[src/rtl/fop_pkg.sv]
package fop_pkg;

    typedef enum logic [1:0] {
        OP_PROG = 2'd0,
        OP_SECT = 2'd1,
        OP_CHIP = 2'd2,
        OP_CHIP_ALT = 2'd3
    } fop_op_e;

    typedef enum logic [2:0] {
        S_IDLE,
        S_CMD_GO,
        S_CMD_WAIT,
        S_POLL_GO,
        S_POLL_WAIT,
        S_FIN_GO,
        S_FIN_WAIT
    } fop_state_e;

    typedef enum logic [1:0] {
        PH_IDLE,
        PH_SETUP,
        PH_STROBE,
        PH_HOLD
    } fop_phase_e;

    localparam int unsigned FOP_DW = 8;

endpackage

[src/rtl/fop_bus_cycle.sv]
module fop_bus_cycle
    import fop_pkg::*;
#(
    parameter int unsigned AW        = 19,
    parameter int unsigned SETUP_CYC = 2,
    parameter int unsigned PULSE_CYC = 3,
    parameter int unsigned HOLD_CYC  = 1
) (
    input  logic              clk,
    input  logic              rst_n,
    input  logic              start,
    input  logic              is_wr,
    input  logic [AW-1:0]     addr,
    input  logic [FOP_DW-1:0] wdata,
    output logic              done,
    output logic [FOP_DW-1:0] rdata,
    output logic [AW-1:0]     fl_addr,
    output logic [FOP_DW-1:0] fl_wdata,
    output logic              fl_dq_oe,
    input  logic [FOP_DW-1:0] fl_rdata,
    output logic              fl_ce_n,
    output logic              fl_we_n,
    output logic              fl_oe_n
);

    localparam int unsigned MAXC = (SETUP_CYC > PULSE_CYC)
                                 ? ((SETUP_CYC > HOLD_CYC) ? SETUP_CYC : HOLD_CYC)
                                 : ((PULSE_CYC > HOLD_CYC) ? PULSE_CYC : HOLD_CYC);
    localparam int unsigned CW = $clog2(MAXC + 1);
    localparam logic [CW-1:0] SETUP_END = CW'(SETUP_CYC - 1);
    localparam logic [CW-1:0] PULSE_END = CW'(PULSE_CYC - 1);
    localparam logic [CW-1:0] HOLD_END  = CW'(HOLD_CYC - 1);

    typedef struct packed {
        fop_phase_e        phase;
        logic [CW-1:0]     cnt;
        logic              is_wr;
        logic [AW-1:0]     addr;
        logic [FOP_DW-1:0] wdata;
        logic [FOP_DW-1:0] rdata;
    } bus_t;

    bus_t bus_d, bus_q;

    always_comb begin
        bus_d = bus_q;
        done  = 1'b0;
        unique case (bus_q.phase)
            PH_IDLE: begin
                if (start) begin
                    bus_d.phase = PH_SETUP;
                    bus_d.cnt   = '0;
                    bus_d.is_wr = is_wr;
                    bus_d.addr  = addr;
                    bus_d.wdata = wdata;
                end
            end
            PH_SETUP: begin
                if (bus_q.cnt == SETUP_END) begin
                    bus_d.phase = PH_STROBE;
                    bus_d.cnt   = '0;
                end else begin
                    bus_d.cnt = bus_q.cnt + 1'b1;
                end
            end
            PH_STROBE: begin
                if (bus_q.cnt == PULSE_END) begin
                    if (!bus_q.is_wr) begin
                        bus_d.rdata = fl_rdata;
                    end
                    bus_d.phase = PH_HOLD;
                    bus_d.cnt   = '0;
                end else begin
                    bus_d.cnt = bus_q.cnt + 1'b1;
                end
            end
            PH_HOLD: begin
                if (bus_q.cnt == HOLD_END) begin
                    bus_d.phase = PH_IDLE;
                    bus_d.cnt   = '0;
                    done        = 1'b1;
                end else begin
                    bus_d.cnt = bus_q.cnt + 1'b1;
                end
            end
            default: bus_d.phase = PH_IDLE;
        endcase
    end

    always_ff @(posedge clk) begin
        if (!rst_n) begin
            bus_q <= '{phase: PH_IDLE, default: '0};
        end else begin
            bus_q <= bus_d;
        end
    end

    assign rdata    = bus_q.rdata;
    assign fl_addr  = bus_q.addr;
    assign fl_wdata = bus_q.wdata;
    assign fl_ce_n  = (bus_q.phase == PH_IDLE);
    assign fl_we_n  = !((bus_q.phase == PH_STROBE) && bus_q.is_wr);
    assign fl_oe_n  = !((bus_q.phase == PH_STROBE) && !bus_q.is_wr);
    assign fl_dq_oe = bus_q.is_wr && (bus_q.phase != PH_IDLE);

endmodule

[src/rtl/fop_cmd_seq.sv]
module fop_cmd_seq
    import fop_pkg::*;
#(
    parameter int unsigned AW       = 19,
    parameter int unsigned UNLOCK_A = 'h555,
    parameter int unsigned UNLOCK_B = 'h2AA
) (
    input  fop_op_e           op,
    input  logic [2:0]        step,
    input  logic [AW-1:0]     tgt_addr,
    input  logic [FOP_DW-1:0] tgt_data,
    output logic [AW-1:0]     cmd_addr,
    output logic [FOP_DW-1:0] cmd_data,
    output logic              cmd_last
);

    localparam logic [AW-1:0] ADR_A = AW'(UNLOCK_A);
    localparam logic [AW-1:0] ADR_B = AW'(UNLOCK_B);

    logic is_prog;
    assign is_prog = (op == OP_PROG);

    always_comb begin
        cmd_addr = ADR_A;
        cmd_data = 8'hAA;
        cmd_last = 1'b0;
        unique case (step)
            3'd0: begin cmd_addr = ADR_A; cmd_data = 8'hAA; end
            3'd1: begin cmd_addr = ADR_B; cmd_data = 8'h55; end
            3'd2: begin cmd_addr = ADR_A; cmd_data = is_prog ? 8'hA0 : 8'h80; end
            3'd3: begin
                if (is_prog) begin
                    cmd_addr = tgt_addr;
                    cmd_data = tgt_data;
                    cmd_last = 1'b1;
                end else begin
                    cmd_addr = ADR_A;
                    cmd_data = 8'hAA;
                end
            end
            3'd4: begin cmd_addr = ADR_B; cmd_data = 8'h55; end
            default: begin
                cmd_last = 1'b1;
                if (op == OP_SECT) begin
                    cmd_addr = tgt_addr;
                    cmd_data = 8'h30;
                end else begin
                    cmd_addr = ADR_A;
                    cmd_data = 8'h10;
                end
            end
        endcase
    end

endmodule

[src/rtl/fop_timer.sv]
module fop_timer #(
    parameter int unsigned CNTW = 18
) (
    input  logic            clk,
    input  logic            rst_n,
    input  logic            clear,
    input  logic            run,
    input  logic [CNTW-1:0] limit,
    output logic            expired
);

    logic [CNTW-1:0] cnt_d, cnt_q;

    always_comb begin
        cnt_d = cnt_q;
        if (clear) begin
            cnt_d = '0;
        end else if (run && (cnt_q != {CNTW{1'b1}})) begin
            cnt_d = cnt_q + 1'b1;
        end
    end

    always_ff @(posedge clk) begin
        if (!rst_n) begin
            cnt_q <= '0;
        end else begin
            cnt_q <= cnt_d;
        end
    end

    assign expired = (cnt_q >= limit);

endmodule

[src/rtl/flash_op_poller.sv]
module flash_op_poller
    import fop_pkg::*;
#(
    parameter int unsigned AW          = 19,
    parameter int unsigned TAGW        = 4,
    parameter int unsigned SETUP_CYC   = 2,
    parameter int unsigned PULSE_CYC   = 3,
    parameter int unsigned HOLD_CYC    = 1,
    parameter int unsigned PROG_LIMIT  = 2000,
    parameter int unsigned ERASE_LIMIT = 200000,
    parameter int unsigned UNLOCK_A    = 'h555,
    parameter int unsigned UNLOCK_B    = 'h2AA
) (
    input  logic            clk,
    input  logic            rst_n,
    input  logic            req_valid,
    output logic            req_ready,
    input  logic [1:0]      req_op,
    input  logic            req_mode,
    input  logic [AW-1:0]   req_addr,
    input  logic [7:0]      req_data,
    input  logic [TAGW-1:0] req_tag,
    output logic            rsp_done,
    output logic            rsp_error,
    output logic            rsp_timeout,
    output logic [TAGW-1:0] rsp_tag,
    output logic [AW-1:0]   fl_addr,
    output logic [7:0]      fl_wdata,
    output logic            fl_dq_oe,
    input  logic [7:0]      fl_rdata,
    output logic            fl_ce_n,
    output logic            fl_we_n,
    output logic            fl_oe_n
);

    localparam int unsigned LIM_MAX = (PROG_LIMIT > ERASE_LIMIT) ? PROG_LIMIT : ERASE_LIMIT;
    localparam int unsigned TMW     = $clog2(LIM_MAX + 2);
    localparam logic [TMW-1:0] PROG_LIM_V  = TMW'(PROG_LIMIT);
    localparam logic [TMW-1:0] ERASE_LIM_V = TMW'(ERASE_LIMIT);

    typedef struct packed {
        fop_state_e        st;
        logic [2:0]        step;
        fop_op_e           op;
        logic              mode;
        logic [AW-1:0]     addr;
        logic [FOP_DW-1:0] data;
        logic [TAGW-1:0]   tag;
        logic              have_prev;
        logic              prev6;
        logic              done;
        logic              err;
        logic              tmo;
    } ctl_t;

    ctl_t ctl_d, ctl_q;

    logic              bus_start, bus_is_wr, bus_done;
    logic [AW-1:0]     bus_addr;
    logic [FOP_DW-1:0] bus_wdata, bus_rdata;
    logic [AW-1:0]     cmd_addr;
    logic [FOP_DW-1:0] cmd_data;
    logic              cmd_last;
    logic              tm_clear, tm_run, tm_expired;
    logic [TMW-1:0]    tm_limit;
    logic [FOP_DW-1:0] exp_byte;
    logic              hit;

    fop_cmd_seq #(
        .AW(AW), .UNLOCK_A(UNLOCK_A), .UNLOCK_B(UNLOCK_B)
    ) u_seq (
        .op(ctl_q.op), .step(ctl_q.step),
        .tgt_addr(ctl_q.addr), .tgt_data(ctl_q.data),
        .cmd_addr(cmd_addr), .cmd_data(cmd_data), .cmd_last(cmd_last)
    );

    fop_bus_cycle #(
        .AW(AW), .SETUP_CYC(SETUP_CYC), .PULSE_CYC(PULSE_CYC), .HOLD_CYC(HOLD_CYC)
    ) u_bus (
        .clk(clk), .rst_n(rst_n),
        .start(bus_start), .is_wr(bus_is_wr), .addr(bus_addr), .wdata(bus_wdata),
        .done(bus_done), .rdata(bus_rdata),
        .fl_addr(fl_addr), .fl_wdata(fl_wdata), .fl_dq_oe(fl_dq_oe),
        .fl_rdata(fl_rdata), .fl_ce_n(fl_ce_n), .fl_we_n(fl_we_n), .fl_oe_n(fl_oe_n)
    );

    fop_timer #(.CNTW(TMW)) u_tmr (
        .clk(clk), .rst_n(rst_n), .clear(tm_clear), .run(tm_run),
        .limit(tm_limit), .expired(tm_expired)
    );

    assign exp_byte = (ctl_q.op == OP_PROG) ? ctl_q.data : 8'hFF;
    assign tm_limit = (ctl_q.op == OP_PROG) ? PROG_LIM_V : ERASE_LIM_V;
    assign tm_run   = (ctl_q.st == S_POLL_GO) || (ctl_q.st == S_POLL_WAIT);

    // Completion test for one status read, chosen by polling mode
    always_comb begin
        if (ctl_q.mode) begin
            hit = ctl_q.have_prev && (bus_rdata[6] == ctl_q.prev6);
        end else begin
            hit = (bus_rdata[7] == exp_byte[7]);
        end
    end

    always_comb begin
        ctl_d      = ctl_q;
        ctl_d.done = 1'b0;
        ctl_d.err  = 1'b0;
        ctl_d.tmo  = 1'b0;
        bus_start  = 1'b0;
        bus_is_wr  = 1'b0;
        bus_addr   = ctl_q.addr;
        bus_wdata  = cmd_data;
        tm_clear   = 1'b0;
        unique case (ctl_q.st)
            S_IDLE: begin
                if (req_valid) begin
                    ctl_d.st   = S_CMD_GO;
                    ctl_d.step = '0;
                    ctl_d.op   = fop_op_e'(req_op);
                    ctl_d.mode = req_mode;
                    ctl_d.addr = req_addr;
                    ctl_d.data = req_data;
                    ctl_d.tag  = req_tag;
                end
            end
            S_CMD_GO: begin
                bus_start = 1'b1;
                bus_is_wr = 1'b1;
                bus_addr  = cmd_addr;
                ctl_d.st  = S_CMD_WAIT;
            end
            S_CMD_WAIT: begin
                if (bus_done) begin
                    if (cmd_last) begin
                        ctl_d.st        = S_POLL_GO;
                        ctl_d.have_prev = 1'b0;
                        tm_clear        = 1'b1;
                    end else begin
                        ctl_d.step = ctl_q.step + 1'b1;
                        ctl_d.st   = S_CMD_GO;
                    end
                end
            end
            S_POLL_GO: begin
                bus_start = 1'b1;
                ctl_d.st  = S_POLL_WAIT;
            end
            S_POLL_WAIT: begin
                if (bus_done) begin
                    ctl_d.have_prev = 1'b1;
                    ctl_d.prev6     = bus_rdata[6];
                    if (hit) begin
                        ctl_d.st = S_FIN_GO;
                    end else if (tm_expired) begin
                        ctl_d.st  = S_IDLE;
                        ctl_d.tmo = 1'b1;
                    end else begin
                        ctl_d.st = S_POLL_GO;
                    end
                end
            end
            S_FIN_GO: begin
                bus_start = 1'b1;
                ctl_d.st  = S_FIN_WAIT;
            end
            S_FIN_WAIT: begin
                if (bus_done) begin
                    ctl_d.st = S_IDLE;
                    if (bus_rdata == exp_byte) begin
                        ctl_d.done = 1'b1;
                    end else begin
                        ctl_d.err = 1'b1;
                    end
                end
            end
            default: ctl_d.st = S_IDLE;
        endcase
    end

    always_ff @(posedge clk) begin
        if (!rst_n) begin
            ctl_q <= '{st: S_IDLE, op: OP_PROG, default: '0};
        end else begin
            ctl_q <= ctl_d;
        end
    end

    assign req_ready   = (ctl_q.st == S_IDLE);
    assign rsp_done    = ctl_q.done;
    assign rsp_error   = ctl_q.err;
    assign rsp_timeout = ctl_q.tmo;
    assign rsp_tag     = ctl_q.tag;

endmodule

[config.mk]
export PLATFORM = sky130hd
export DESIGN_NAME = flash_op_poller
export DESIGN_NICKNAME = d
export VERILOG_FILES = /design/src/rtl/fop_pkg.sv /design/src/rtl/fop_bus_cycle.sv /design/src/rtl/fop_cmd_seq.sv /design/src/rtl/fop_timer.sv /design/src/rtl/flash_op_poller.sv
export SDC_FILE = /design/constraint.sdc
export NUM_CORES = 1
export LEC_CHECK = 0
export CORE_AREA = 2 2 102 104
export DETAILED_ROUTE_END_ITERATION = 6
export DIE_AREA = 0 0 104 106
export DONT_BUFFER_PORTS = 1
export MAX_ROUTING_LAYER = met4
export PLACE_DENSITY_LB_ADDON = 0.3
export SYNTH_ARGS = -nofsm -noshare
export SYNTH_HDL_FRONTEND = slang
export SYNTH_HIERARCHICAL = 1
export SYNTH_SLANG_ARGS = --single-unit
[constraint.sdc]
create_clock -name clk -period 3.59 [get_ports clk]
set_clock_uncertainty 0.2 [all_clocks]
set_input_delay 0.1795 -clock clk [delete_from_list [all_inputs] [get_ports clk]]
set_output_delay 0.1795 -clock clk [all_outputs]
set_load 0.01 [all_outputs]
=== Word-level counts from Yosys, hierarchy flattened ===
Cells that the tools add are included.

* Add/sub/neg operators: 3
* $lt $le $gt $ge: 1
* Equality and inequality tests: 30
* Muxes and demuxes: 45
* Bitwise gates (word level): 4
* Reduce and logical (&&, ||, !) cells: 32

{| class="wikitable"
|+ Operator list
! operator !! count
|-
| 19-bit 2-to-1 mux || 3
|-
| 19-bit case mux with 3 select lines || 1
|-
| 40-bit 2-to-1 mux || 1
|-
| 32-bit 2-to-1 mux || 1
|-
| 8-bit case mux with 4 select lines || 1
|-
| 3-bit case mux with 7 select lines || 1
|-
| 18-bit by 1-bit adder with 18-bit output, second input constant || 1
|-
| 18-bit greater-or-equal comparator || 1
|-
| 18-bit 2-to-1 mux || 1
|-
| 2-bit 2-to-1 mux || 9
|-
| 6-bit 2-to-1 mux || 3
|-
| 18-bit != test, second input constant || 1
|-
| 8-bit 2-to-1 mux || 2
|-
| 4-bit case mux with 4 select lines || 1
|-
| 4-bit AND reduction || 4
|-
| 1-bit 2-to-1 mux || 14
|-
| 3-bit by 2-bit == test with 1-bit output, second input constant || 4
|-
| 3-bit == test, second input constant || 4
|-
| 3-bit 2-to-1 mux || 4
|-
| 2-bit != test, second input constant || 6
|-
| 8-bit == test || 1
|-
| 2-bit by 1-bit != test with 1-bit output, second input constant || 4
|-
| 4-bit OR reduction || 2
|-
| 2-bit by 1-bit == test with 1-bit output, second input constant || 3
|-
| other kinds (18) || 42
|}

* Flip-flop bits (word level): 103
* Input port bits: 45
* Output and inout bits: 39
* Logic and storage cells: 134

=== Logic depth before layout (Yosys ltp) ===
Gate-level depths: netlist of the first run.

* Word-level depth: 7
* Mapped depth: 13
* Mapped depth without buffers: 13

=== By module ===
The synthesis of the first run kept the hierarchy.

{| class="wikitable"
|+ By module, submodules not included
! module !! instances !! cells each !! area each (um^2) !! sequential area each (um^2)
|-
| flash_op_poller || 1 || 291 || 2428.6 || 900.9
|-
| fop_bus_cycle || 1 || 228 || 2014.4 || 800.8
|-
| fop_timer || 1 || 162 || 1386.3 || 360.3
|-
| fop_cmd_seq || 1 || 67 || 430.4 || 0.0
|}

=== Worst setup path after synthesis of the first run ===
No wires, ideal clock.

* Kind: reg2reg
* From: register ctl_q[38] (netlist name)
* To: register ctl_q[42] (netlist name)
* Library setup time: 0.114 ns
* Arrival time: 2.533 ns
* Data required time: 3.276 ns
* Slack: 0.743 ns
* Stages on the path, launching flop included: 12
* Path through: dfxtp_1 > nor2_2 > inv_1 > ha_1 > nand3_1 > o41ai_1 > o21ba_2 > o311ai_0 > o21a_1 > nor3_1 > and3_1 > a21o_1

* Word-level cells in the longest chain between the ends: 7
* Elaborated cells between the ends (all ways): 10
* Classes of those cells: order compare (1); eq/ne (1); mux (7); reduce/logical (1)

{| class="wikitable"
|+ RTL lines
! what !! RTL line !! RTL
|-
| start: declaration || flash_op_poller.sv:56 || <nowiki>ctl_t ctl_d, ctl_q;</nowiki>
|-
| start signal: assignment || flash_op_poller.sv:185 || <nowiki>ctl_q <= ctl_d;</nowiki>
|-
| 2-bit logical NOT || flash_op_poller.sv:93 || <nowiki>assign tm_limit = (ctl_q.op == OP_PROG) ? PROG_LIM_V : ERASE_LIM_V;</nowiki>
|-
| 18-bit 2-to-1 mux || flash_op_poller.sv:93 ||
|-
| via tm_limit[4] || flash_op_poller.sv:65 || <nowiki>logic [TMW-1:0] tm_limit;</nowiki>
|-
| 18-bit greater-or-equal comparator || fop_timer.sv:31 || <nowiki>assign expired = (cnt_q >= limit);</nowiki>
|-
| via tm_expired || flash_op_poller.sv:64 || <nowiki>logic tm_clear, tm_run, tm_expired;</nowiki>
|-
| 2-bit 2-to-1 mux || flash_op_poller.sv:155 || <nowiki>end else if (tm_expired) begin</nowiki>
|-
| 3-bit 2-to-1 mux || flash_op_poller.sv:153 || <nowiki>if (hit) begin</nowiki>
|-
| 3-bit 2-to-1 mux || flash_op_poller.sv:150 || <nowiki>if (bus_done) begin</nowiki>
|-
| 3-bit case mux with 7 select lines || flash_op_poller.sv:115 || <nowiki>unique case (ctl_q.st)</nowiki>
|}

The timed path passes the listed nets, and every way through them passes these cells. The select of a mux whose other input is x is not followed.
A chain may end at the register's enable or synchronous reset.

=== Worst setup path after layout of the first run ===
Same ends and word-level chain as after synthesis.

==> qor.csv, run 1 <==
stage;metric;value;unit
setup_path;CP max-delay cell;nor2_2;
logic_synthesis;Synth top area share;32.9;%
route;initial drt markers;306;
outcome;status;finished, final reports clean;
die;row cnt;37;
cells_and_area;Layout area overhead;8.83;%
placed_design;area post-placement;0.00597;mm2
route;DR vias/cell;5.68;
timing;max-slew violations;0;
logic_synthesis;synth top area cells;dfxtp_1 (33%), nand2_1 (9.5%), ha_1 (6.4%), a21boi_1 (6.0%), buf_4 (5.4%);
placed_design;post-DP HPWL;9390;um
timing;setup_tns;0;ns
power_and_ir_drop;worst ir drop on vdd;245;uV
logic_synthesis;Yosys reg bits;103;
setup_path;Critical Path AT;3.30;ns
setup_path;CP Class;flip-flop to flip-flop;
placed_design;placed cells;820;
timing;fin crit share;89.6;%
setup_path;Critical Path End Type;flip-flop;
setup_path;Critical Path Fanout Max;11;
timing;worst hold slack;0.0684;ns
power_and_ir_drop;Net Switching;0.648;mW
logic_synthesis;Yosys cell types;77;
cells_and_area;Multi-input gate area;0.00358;mm2
route;via count;5091;
logic_synthesis;post-synth top area cell;dfxtp_1;
cells_and_area;final non-filler cell area;0.00681;mm2
power_and_ir_drop;switch share;27.1;%
timing;Slew headroom;46.5;%
clocking;CTS Sinks;103;
worst_hold_path;Hold Crit Class;input port to flip-flop;
clocking;CTS tree;built;
die;core outline area;0.0100;mm2
route;WL/cell;16.2;um
power_and_ir_drop;Power Density;351;mW/mm2
cells_and_area;# nets final;832;
logic_synthesis;EDFF count, synth;0;
timing;Hold Fails Final Rpt;0;
die;Die Y-Extent;106;um
power_and_ir_drop;Seq pwr share;51.6;%
grt;gr usage total;27.3;%
timing;fin crit period;3.22;ns
cells_and_area;share of cells above drive strength 1;8.55;%
cells_and_area;fillers;795;
power_and_ir_drop;Pleak;2.74;nW
power_and_ir_drop;clock network fraction of design power;34.4;%
logic_synthesis;syn avg cell area;8.37;um2
placed_design;Routability Congestion;0.861;
route;drt drc;0;
die;IO Pins;84;
clocking;CTS max path bufs;2;
route;drt first pass iters;5;
setup_path;startpoint type of the worst setup path;flip-flop;
cells_and_area;n_diodes;0;
die;Initial Util;62.6;%
timing;Worst Tran Pin Value;0.802;ns
cells_and_area;register area;0.00206;mm2
clocking;Post-CTS Setup Bufs;0;
cells_and_area;Cell Count, Final, Fillers Out;896;
timing;Fmax achieved;0.311;GHz
logic_synthesis;Synth Area in Compound Gates;18.1;%
setup_path;worst path cell trace;nor2_2, inv_1, ha_1, nand3_1, o41ai_1, o21ba_2, o311ai_1, o21a_1, nor3_1, and3_1, a21o_1;
clocking;CTS buffer count;9;
route;Post-DRT Antenna Nets;0;
grt;largest net degree at the start of global routing;82;
logic_synthesis;Synth Cell Area;0.00626;mm2
route;WL final;14500;um
timing;Setup violations, final;0;
logic_synthesis;ys async rst share;0;%
timing;RSZ-0062 raised after global routing;false;
clocking;Clock Pin Slew Worst Setup and Hold Paths;0.10;ns
setup_path;Worst Path Buf+Inv;1;
logic_synthesis;Most used DFF post-synth;dfxtp_1;
power_and_ir_drop;Gate power share;14.0;%
logic_synthesis;post-synthesis simple-gate area fraction;23.9;%
clocking;Clk Latency, worst-skew pair;0.37;ns
logic_synthesis;synthesized instance count;748;
setup_path;Worst Path Required;3.67;ns
logic_synthesis;largest family of logic cells by synthesized area;simple AND/OR/NAND/NOR gates;
grt;grt total ovfl;0;
clocking;number of H-tree levels;3;
power_and_ir_drop;Int Pwr;1.74;mW
grt;initial antenna violation count;0;
grt;number of global-route vias before repair;5001;
setup_path;critical path's top delay family;compound AO/OA/AOI/OAI gates;
logic_synthesis;multiplexer area fraction after synthesis;5.84;%
setup_path;Max stage delay on crit path;0.45;ns
logic_synthesis;XOR/XNOR Fraction of Synth Area;2.24;%
die;die width;104;um
grt;first-pass GRT wire length;24000;um
run;Max-Cap Viols;0;
logic_synthesis;Ys Warns;6;
die;Die ar.;0.0110;mm2
placed_design;Port Buffers;0;
clocking;Root Driver;clkbuf_8;
cells_and_area;Final Core Density;68.1;%
logic_synthesis;adder-cell share of the synthesized area;6.40;%
logic_synthesis;sequential element share of the synthesized area;32.9;%
[final cells by class]
type                       count  area share [%]
clock buffer                  11            1.93
sequential                   103            30.3
tap                          136            2.50
clock inverter                 5            1.30
multi-input combinational    543            52.6
timing repair buffer          64            9.51
inverter                      34            1.87
[per-layer routing]
layer	part of all wire [%]	track usage, %
met2	50	47.6
met1	43	32.6
met3	4.8	4.48
met4	1.8	8.49
met5	0	-
[sequential cells by signal, indices dropped and copies added (netlist names)]
register	cells
rsp_error	1
ctl_q	38
u_bus/bus_q	5
rsp_done	1
u_bus/fl_addr	19
u_bus/fl_wdata	8
u_bus/rdata	8
rsp_tag	4
u_tmr/cnt_q	18
rsp_timeout	1
[cell usage after synthesis, types with 14 or more instances]
cell / n
a21boi_0: 18
nor2_1: 24
nand2_1: 158
buf_2: 15
buf_4: 45
inv_1: 33
a21oi_1: 28
mux2_2: 20
a21boi_1: 50
mux2i_1: 14
nor2b_1: 14
dfxtp_1: 103
ha_1: 32
[power by group through the flow]
stage / Sequential (mW) / Combinational (mW) / Clock (mW)
after floorplan: 1.23 / 0.261 / 0
after global placement: 1.26 / 0.246 / 0
after detailed placement: 1.26 / 0.257 / 0
after CTS: 1.23 / 0.326 / 0.835
after global routing: 1.24 / 0.366 / 0.883
final: 1.23 / 0.334 / 0.822
[per-stage QoR]
stage / total power, mW / worst slack (ns)
finish: 2.39 / 0.372
global route: 2.49 / 0.171
CTS: 2.39 / 0.263
detailed placement: 1.52 / 0.282
global placement: 1.50 / 0.450
floorplan: 1.49 / 0.743
[worst register-to-register path, stage by stage, from the launching register on]
cell and delay [ns]:
dfxtp_1 0.44, nor2_2 0.45, inv_1 0.10, ha_1 0.32, nand3_1 0.10, o41ai_1 0.32
o21ba_2 0.20, o311ai_1 0.42, o21a_1 0.18, nor3_1 0.04, and3_1 0.22, a21o_1 0.15
[kinds of logic (layout without fill, tap and decap cells)]
family                     after synthesis  in the layout
AOI/OAI and AO/OA                      158            158
xor gates and xnor gates                16             16
adders and majority gates               32             32
buffers and inverters                  112            114
DFF                                    103            103
muxes                                   34             34
other                                    2             12
and+or+nand+nor                        291            291
[final timing paths]
path | depth (start not counted) | start | slack, ns | endpoint
setup / recovery | 11 | ctl_q[38] | 0.37 | ctl_q[42]
hold reg to reg | 2 | ctl_q[28] | 0.28 | ctl_q[28]
hold / removal | 4 | req_valid | 0.07 | ctl_q[42]
setup reg to reg | 11 | ctl_q[38] | 0.37 | ctl_q[42]
[cells in the final DEF, fill, tap and decap left out, types with 4 or more instances in the layout]
cell	n
mux2_2	20
nor3_1	11
xor2_1	4
a21oi_1	28
nand2b_1	10
o211ai_1	5
ha_1	32
nor2_1	24
a21boi_1	50
nor2b_1	14
o22ai_1	4
clkbuf_8	9
nand3_1	11
dfxtp_1	103
o21ai_0	9
a21boi_0	18
a21o_1	10
inv_1	33
nor3_2	4
nand4_1	7
nand2_1	158
conb_1	12
and2_1	12
xnor2_1	12
nand3b_1	5
mux2i_1	14
dlygate4sd3_1	59
buf_4	4
[what timing repair did]
item	CTS	global route
setup endpoints to repair	0	1
hold buffers	60	0
endpoints found under the hold margin	84	0
resized for setup	0	1
Power figures use the tool's default switching activity.
==> inputs of run 2 (changes only) <==
Clock period 3.59 ns to 3.65 ns, I/O delays scaled along.
==> qor.csv, run 2 (same netlist as run 1, synthesis figures left out) <==
stage;metric;value;unit;change
grt;initial antenna violation count;0;;unchanged
placed_design;post-DP HPWL;9350;um;-0.40%
setup_path;startpoint type of the worst setup path;flip-flop;;
route;via count;5045;;-0.90%
clocking;number of H-tree levels;3;;unchanged
route;initial drt markers;311;;+1.6%
timing;Hold Fails Final Rpt;0;;unchanged
power_and_ir_drop;Net Switching;0.643;mW;-0.85%
power_and_ir_drop;Gate power share;14.2;%;+0.2 points
timing;Worst Tran Pin Value;0.803;ns;+0.000370 ns
clocking;Root Driver;clkbuf_8;;
die;core outline area;0.0100;mm2;unchanged
die;Initial Util;62.6;%;unchanged
cells_and_area;Multi-input gate area;0.00358;mm2;unchanged
worst_hold_path;Hold Crit Class;input port to flip-flop;;
timing;fin crit period;3.31;ns;+0.0930 ns
cells_and_area;# nets final;833;;+0.12%
cells_and_area;commonest non-fill, non-tap cell in the layout;nand2_1;;
grt;number of global-route vias before repair;5028;;+0.54%
die;IO Pins;84;;unchanged
setup_path;Critical Path AT;3.39;ns;+0.09 ns
timing;Setup violations, final;0;;unchanged
placed_design;pre-CTS setup slack;0.418;ns;+0.136 ns
timing;max-slew violations;0;;unchanged
run;Max-Cap Viols;0;;unchanged
power_and_ir_drop;Seq pwr share;52.6;%;+1.0 points
timing;RSZ-0062 raised after global routing;false;;
power_and_ir_drop;Pleak;2.74;nW;about the same
cells_and_area;Largest register FFs;38;;unchanged
cells_and_area;fillers;788;;-0.88%
power_and_ir_drop;clock network fraction of design power;33.2;%;-1.2 points
route;WL/cell;16.1;um;-0.62%
cells_and_area;most frequent cells in the layout;nand2_1 (158), dfxtp_1 (103), dlygate4sd3_1 (60), a21boi_1 (50), inv_1 (33);;
cells_and_area;Final Core Density;68.1;%;about the same
grt;gr usage total;27.9;%;+0.53 points
placed_design;Routability Congestion;0.861;;about the same
die;Die ar.;0.0110;mm2;unchanged
placed_design;Port Buffers;0;;unchanged
cells_and_area;Most flops, register;ctl_q;;
route;Post-DRT Antenna Nets;0;;unchanged
clocking;Post-CTS Setup Bufs;0;;unchanged
die;Die Y-Extent;106;um;unchanged
grt;first-pass GRT wire length;24300;um;+1.4%
clocking;CTS tree;built;;
route;WL final;14400;um;-0.51%
cells_and_area;share of cells above drive strength 1;8.67;%;+0.12 points
outcome;status;finished, final reports clean;;
power_and_ir_drop;worst ir drop on vdd;240;uV;-1.9%
route;DR vias/cell;5.62;;-1.0%
power_and_ir_drop;switch share;27.9;%;+0.76 points
timing;Slew headroom;46.5;%;about the same
clocking;CTS buffer count;9;;unchanged
clocking;Clk Latency, worst-skew pair;0.38;ns;about the same
route;drt drc;0;;unchanged
setup_path;Worst Reg-to-Reg Cells;11;;unchanged
grt;largest net degree at the start of global routing;72;;-12%
grt;grt total ovfl;0;;unchanged
route;drt first pass iters;5;;unchanged
cells_and_area;register area;0.00206;mm2;unchanged
setup_path;Critical Path End Type;flip-flop;;
setup_path;Critical Path Fanout Max;11;;unchanged
clocking;Clock Pin Slew Worst Setup and Hold Paths;0.10;ns;about the same
timing;Fmax achieved;0.302;GHz;-2.8%
worst_hold_path;hold path depth;4;;unchanged
cells_and_area;n_diodes;0;;unchanged
timing;setup_tns;0;ns;unchanged
power_and_ir_drop;Int Pwr;1.66;mW;-4.5%
die;row cnt;37;;unchanged
cells_and_area;Layout area overhead;8.75;%;about the same
power_and_ir_drop;Power Density;339;mW/mm2;-3.5%
timing;fin crit share;90.7;%;+1.1 points
clocking;Resized Gates After CTS;0;;unchanged
setup_path;CP Class;flip-flop to flip-flop;;
timing;Final WS setup;0.339;ns;-0.0330 ns
die;die width;104;um;unchanged
setup_path;Worst Path Required;3.73;ns;+0.06 ns
clocking;CTS Sinks;103;;unchanged
clocking;CTS max path bufs;2;;unchanged
-- run 2: cell types whose count changed in the layout (fill, tap and decap cells not counted) --
cell           delta
clkbuf_1          -1
bufinv_16         -1
dlygate4sd3_1     +1
o311ai_0          +1
clkinv_2          +1
clkbuf_8          +1
o311ai_1          -1
-- run 2: repair_timing --
item,CTS,global route
hold endpoints to repair,84,0
setup endpoints to repair,0,0
hold buffers,61,0
-- run 2: power groups by stage --
stage / clock network [mW] / registers, mW / logic, mW
after global routing: 0.826 / 1.22 / 0.362
after floorplan: 0 / 1.21 / 0.257
final: 0.765 / 1.21 / 0.327
after detailed placement: 0 / 1.24 / 0.253
after global placement: 0 / 1.23 / 0.242
after CTS: 0.773 / 1.21 / 0.320
-- run 2: per-stage QoR --
stage / hold WS [ns] / cell area (um2) / cells / power [mW]
6_report: 0.0664 / 6810 / 897 / 2.30
5_1_grt: 0.0552 / 6810 / 897 / 2.41
4_1_cts: 0.0558 / 6810 / 897 / 2.30
3_5_place_dp: 0.124 / 5970 / 820 / 1.49
3_3_place_gp: 0.119 / 5970 / 820 / 1.48
2_1_floorplan: 0.117 / 6300 / 758 / 1.47
-- run 2: final timing paths --
check	end	slack, ns	from
setup / recovery	ctl_q[42]	0.34	ctl_q[38]
hold reg to reg	ctl_q[28]	0.28	ctl_q[28]
setup reg to reg	ctl_q[42]	0.34	ctl_q[38]
hold / removal	ctl_q[42]	0.07	req_valid
-- run 2: final cells by class --
class                           count  share of cell area [%]
Tap cell                          136                    2.50
Multi-Input combinational cell    543                    52.7
Sequential cell                   103                    30.3
Clock buffer                       11                    2.08
Clock inverter                      5                   0.937
Timing Repair Buffer               65                    9.67
Inverter                           34                    1.87
-- run 2: layer usage --
layer  part of all wire, %  vias up  track usage [%]
met3                   5.0       19             6.07
li1                      -     2522                -
met5                     0        -                -
met1                    43     2369             33.2
met2                    51      135             47.3
met4                   1.5        0             8.98
-- run 2: worst max-delay path: stages, from the launching register on --
cell      delay [ns]
dfxtp_1         0.44
nor2_2          0.42
inv_1           0.10
ha_1            0.31
nand3_1         0.09
o41ai_1         0.32
o21ba_2         0.19
o311ai_0        0.53
o21a_1          0.19
nor3_1          0.04
and3_1          0.21
a21o_1          0.15
==> inputs of run 3 (changes only) <==
==> constraint.sdc (replaced) <==
create_clock -name clk -period 3.65 [get_ports clk]
set_clock_uncertainty 0.2 [all_clocks]
set_input_delay 0.73 -clock clk [delete_from_list [all_inputs] [get_ports clk]]
set_output_delay 0.73 -clock clk [all_outputs]
set_load 0.01 [all_outputs]
==> qor.csv, run 3 (same netlist as run 1, synthesis figures left out) <==
stage;metric;value;unit;change
outcome;status;finished, final reports clean;;
clocking;number of H-tree levels;3;;unchanged
setup_path;Worst R2R Setup Slack;0.37;ns;+0.03 ns
route;WL/cell;15.6;um;-2.9%
clocking;Clk Latency, worst-skew pair;0.38;ns;about the same
clocking;CTS tree;built;;
route;Post-DRT Antenna Nets;0;;unchanged
grt;grt total ovfl;0;;unchanged
timing;fin crit period;3.28;ns;-0.0325 ns
timing;max-slew violations;0;;unchanged
timing;Hold Fails Final Rpt;0;;unchanged
power_and_ir_drop;Power Density;359;mW/mm2;+6.2%
clocking;Clock Pin Slew Worst Setup and Hold Paths;0.11;ns;about the same
die;Initial Util;62.6;%;unchanged
route;WL final;13000;um;-9.5%
run;Max-Cap Viols;0;;unchanged
die;row cnt;37;;unchanged
grt;largest net degree at the start of global routing;89;;+24%
timing;Fmax achieved;0.305;GHz;+0.99%
cells_and_area;fillers;897;;+14%
clocking;Resized Gates After CTS;0;;unchanged
setup_path;worst setup path end;ctl_q[42];;
setup_path;Worst R2R Start;ctl_q[38];;
power_and_ir_drop;switch share;27.3;%;-0.55 points
route;via count;4692;;-7.0%
timing;setup_tns;0;ns;unchanged
timing;Worst Tran Pin Value;0.791;ns;-0.0119 ns
clocking;CTS Sinks;103;;unchanged
timing;worst hold slack;0.271;ns;+0.205 ns
setup_path;Critical Path End Type;flip-flop;;
die;Die Y-Extent;106;um;unchanged
setup_path;Worst Reg-to-Reg Cells;11;;unchanged
cells_and_area;Largest register FFs;38;;unchanged
timing;Slew headroom;47.3;%;+0.79 points
cells_and_area;Most flops, register;ctl_q;;
placed_design;Routability Congestion;0.861;;unchanged
timing;fin crit share;89.8;%;-0.89 points
cells_and_area;share of cells above drive strength 1;9.29;%;+0.61 points
setup_path;Worst Path Required;3.73;ns;about the same
cells_and_area;# nets final;772;;-7.3%
cells_and_area;n_diodes;0;;unchanged
setup_path;startpoint type of the worst setup path;flip-flop;;
cells_and_area;Final Core Density;61.8;%;-6.3 points
die;die width;104;um;unchanged
route;DR vias/cell;5.61;;-0.21%
route;initial drt markers;288;;-7.4%
setup_path;CP Class;flip-flop to flip-flop;;
grt;gr usage total;25.0;%;-2.8 points
power_and_ir_drop;total chip power;2.22;mW;-3.6%
worst_hold_path;Hold Crit Class;input port to flip-flop;;
power_and_ir_drop;worst ir drop on vdd;264;uV;+9.8%
die;IO Pins;84;;unchanged
grt;number of global-route vias before repair;4621;;-8.1%
worst_hold_path;HP Start;req_addr[15];;
cells_and_area;final non-filler cell area;0.00618;mm2;-9.2%
power_and_ir_drop;Pleak;2.44;nW;-11%
placed_design;Port Buffers;0;;unchanged
timing;Final WS setup;0.371;ns;+0.0325 ns
clocking;CTS buffer count;9;;unchanged
cells_and_area;Cell Count, Final, Fillers Out;836;;-6.8%
setup_path;Critical Path AT;3.36;ns;-0.03 ns
setup_path;worst r2r dst;ctl_q[42];;
route;drt first pass iters;4;;-1
cells_and_area;Layout area overhead;-1.28;%;
placed_design;pre-CTS setup slack;0.418;ns;unchanged
power_and_ir_drop;Int Pwr;1.61;mW;-2.9%
setup_path;crit path from;ctl_q[38];;
setup_path;Critical Path Fanout Max;11;;unchanged
route;drt drc;0;;unchanged
timing;RSZ-0062 raised after global routing;false;;
cells_and_area;most frequent cells in the layout;nand2_1 (158), dfxtp_1 (103), a21boi_1 (50), inv_1 (33), ha_1 (32);;
clocking;CTS max path bufs;2;;unchanged
clocking;hold_buf cts;0;;-100%
grt;first-pass GRT wire length;21900;um;-9.8%
die;Die ar.;0.0110;mm2;unchanged
die;core outline area;0.0100;mm2;unchanged
placed_design;area post-placement;0.00597;mm2;unchanged
placed_design;post-DP HPWL;9350;um;unchanged
clocking;Post-CTS Setup Bufs;0;;unchanged
power_and_ir_drop;Gate power share;11.4;%;-2.8 points
clocking;Root Driver;clkbuf_8;;
power_and_ir_drop;clock network fraction of design power;34.1;%;+0.9 points
power_and_ir_drop;Seq pwr share;54.5;%;+1.9 points
power_and_ir_drop;Net Switching;0.607;mW;-5.5%
grt;initial antenna violation count;0;;unchanged
cells_and_area;commonest non-fill, non-tap cell in the layout;nand2_1;;
timing;Setup violations, final;0;;unchanged
placed_design;placed cells;820;;unchanged
## run 3: cell count changes in the layout (fill, tap and decap cells not counted)
cell / previous run / this run
dlygate4sd3_1: 60 / 0
buf_16: 1 / 0
## run 3: final cells by class
type | instances | area, um2 | area share (%)
clock buffers | 11 | 141 | 2.29
clock inverters | 5 | 63.8 | 1.03
inverters | 34 | 128 | 2.07
multi-input cells | 543 | 3580 | 58.0
flip-flops and latches | 103 | 2060 | 33.4
well taps | 136 | 170 | 2.75
repair buffers | 4 | 30.0 | 0.486
## run 3: worst max-delay path: stages, from the launching register on
cell      delay (ns)
dfxtp_1         0.43
nor2_2          0.40
inv_1           0.10
ha_1            0.31
nand3_1         0.10
o41ai_1         0.32
o21ba_2         0.19
o311ai_0        0.53
o21a_1          0.19
nor3_1          0.04
and3_1          0.21
a21o_1          0.15
## run 3: power by group through the flow
stage	Clock (mW)	Combinational [mW]	Sequential, mW
floorplan	0	0.257	1.21
global placement	0	0.242	1.23
detailed placement	0	0.253	1.24
CTS	0.773	0.254	1.21
global route	0.825	0.285	1.22
finish	0.758	0.252	1.21
## run 3: worst min-delay path by stage
stage                     cells past startpoint          to  slack (ns)
final                                         2   ctl_q[32]        0.27
after global routing                          2   ctl_q[12]        0.25
after CTS                                     2  rsp_tag[0]        0.26
after detailed placement                      2   ctl_q[28]        0.26
after global placement                        2   ctl_q[29]        0.25
after floorplan                               2  rsp_tag[0]        0.24
## run 3: routing by layer
layer / routed length [um] / vias up / global-route usage, %
li1: - / 2393 / -
met1: 5990 / 2184 / 31.1
met2: 6200 / 97 / 40.8
met3: 628 / 18 / 5.40
met4: 221 / 0 / 8.30
met5: 0 / - / -
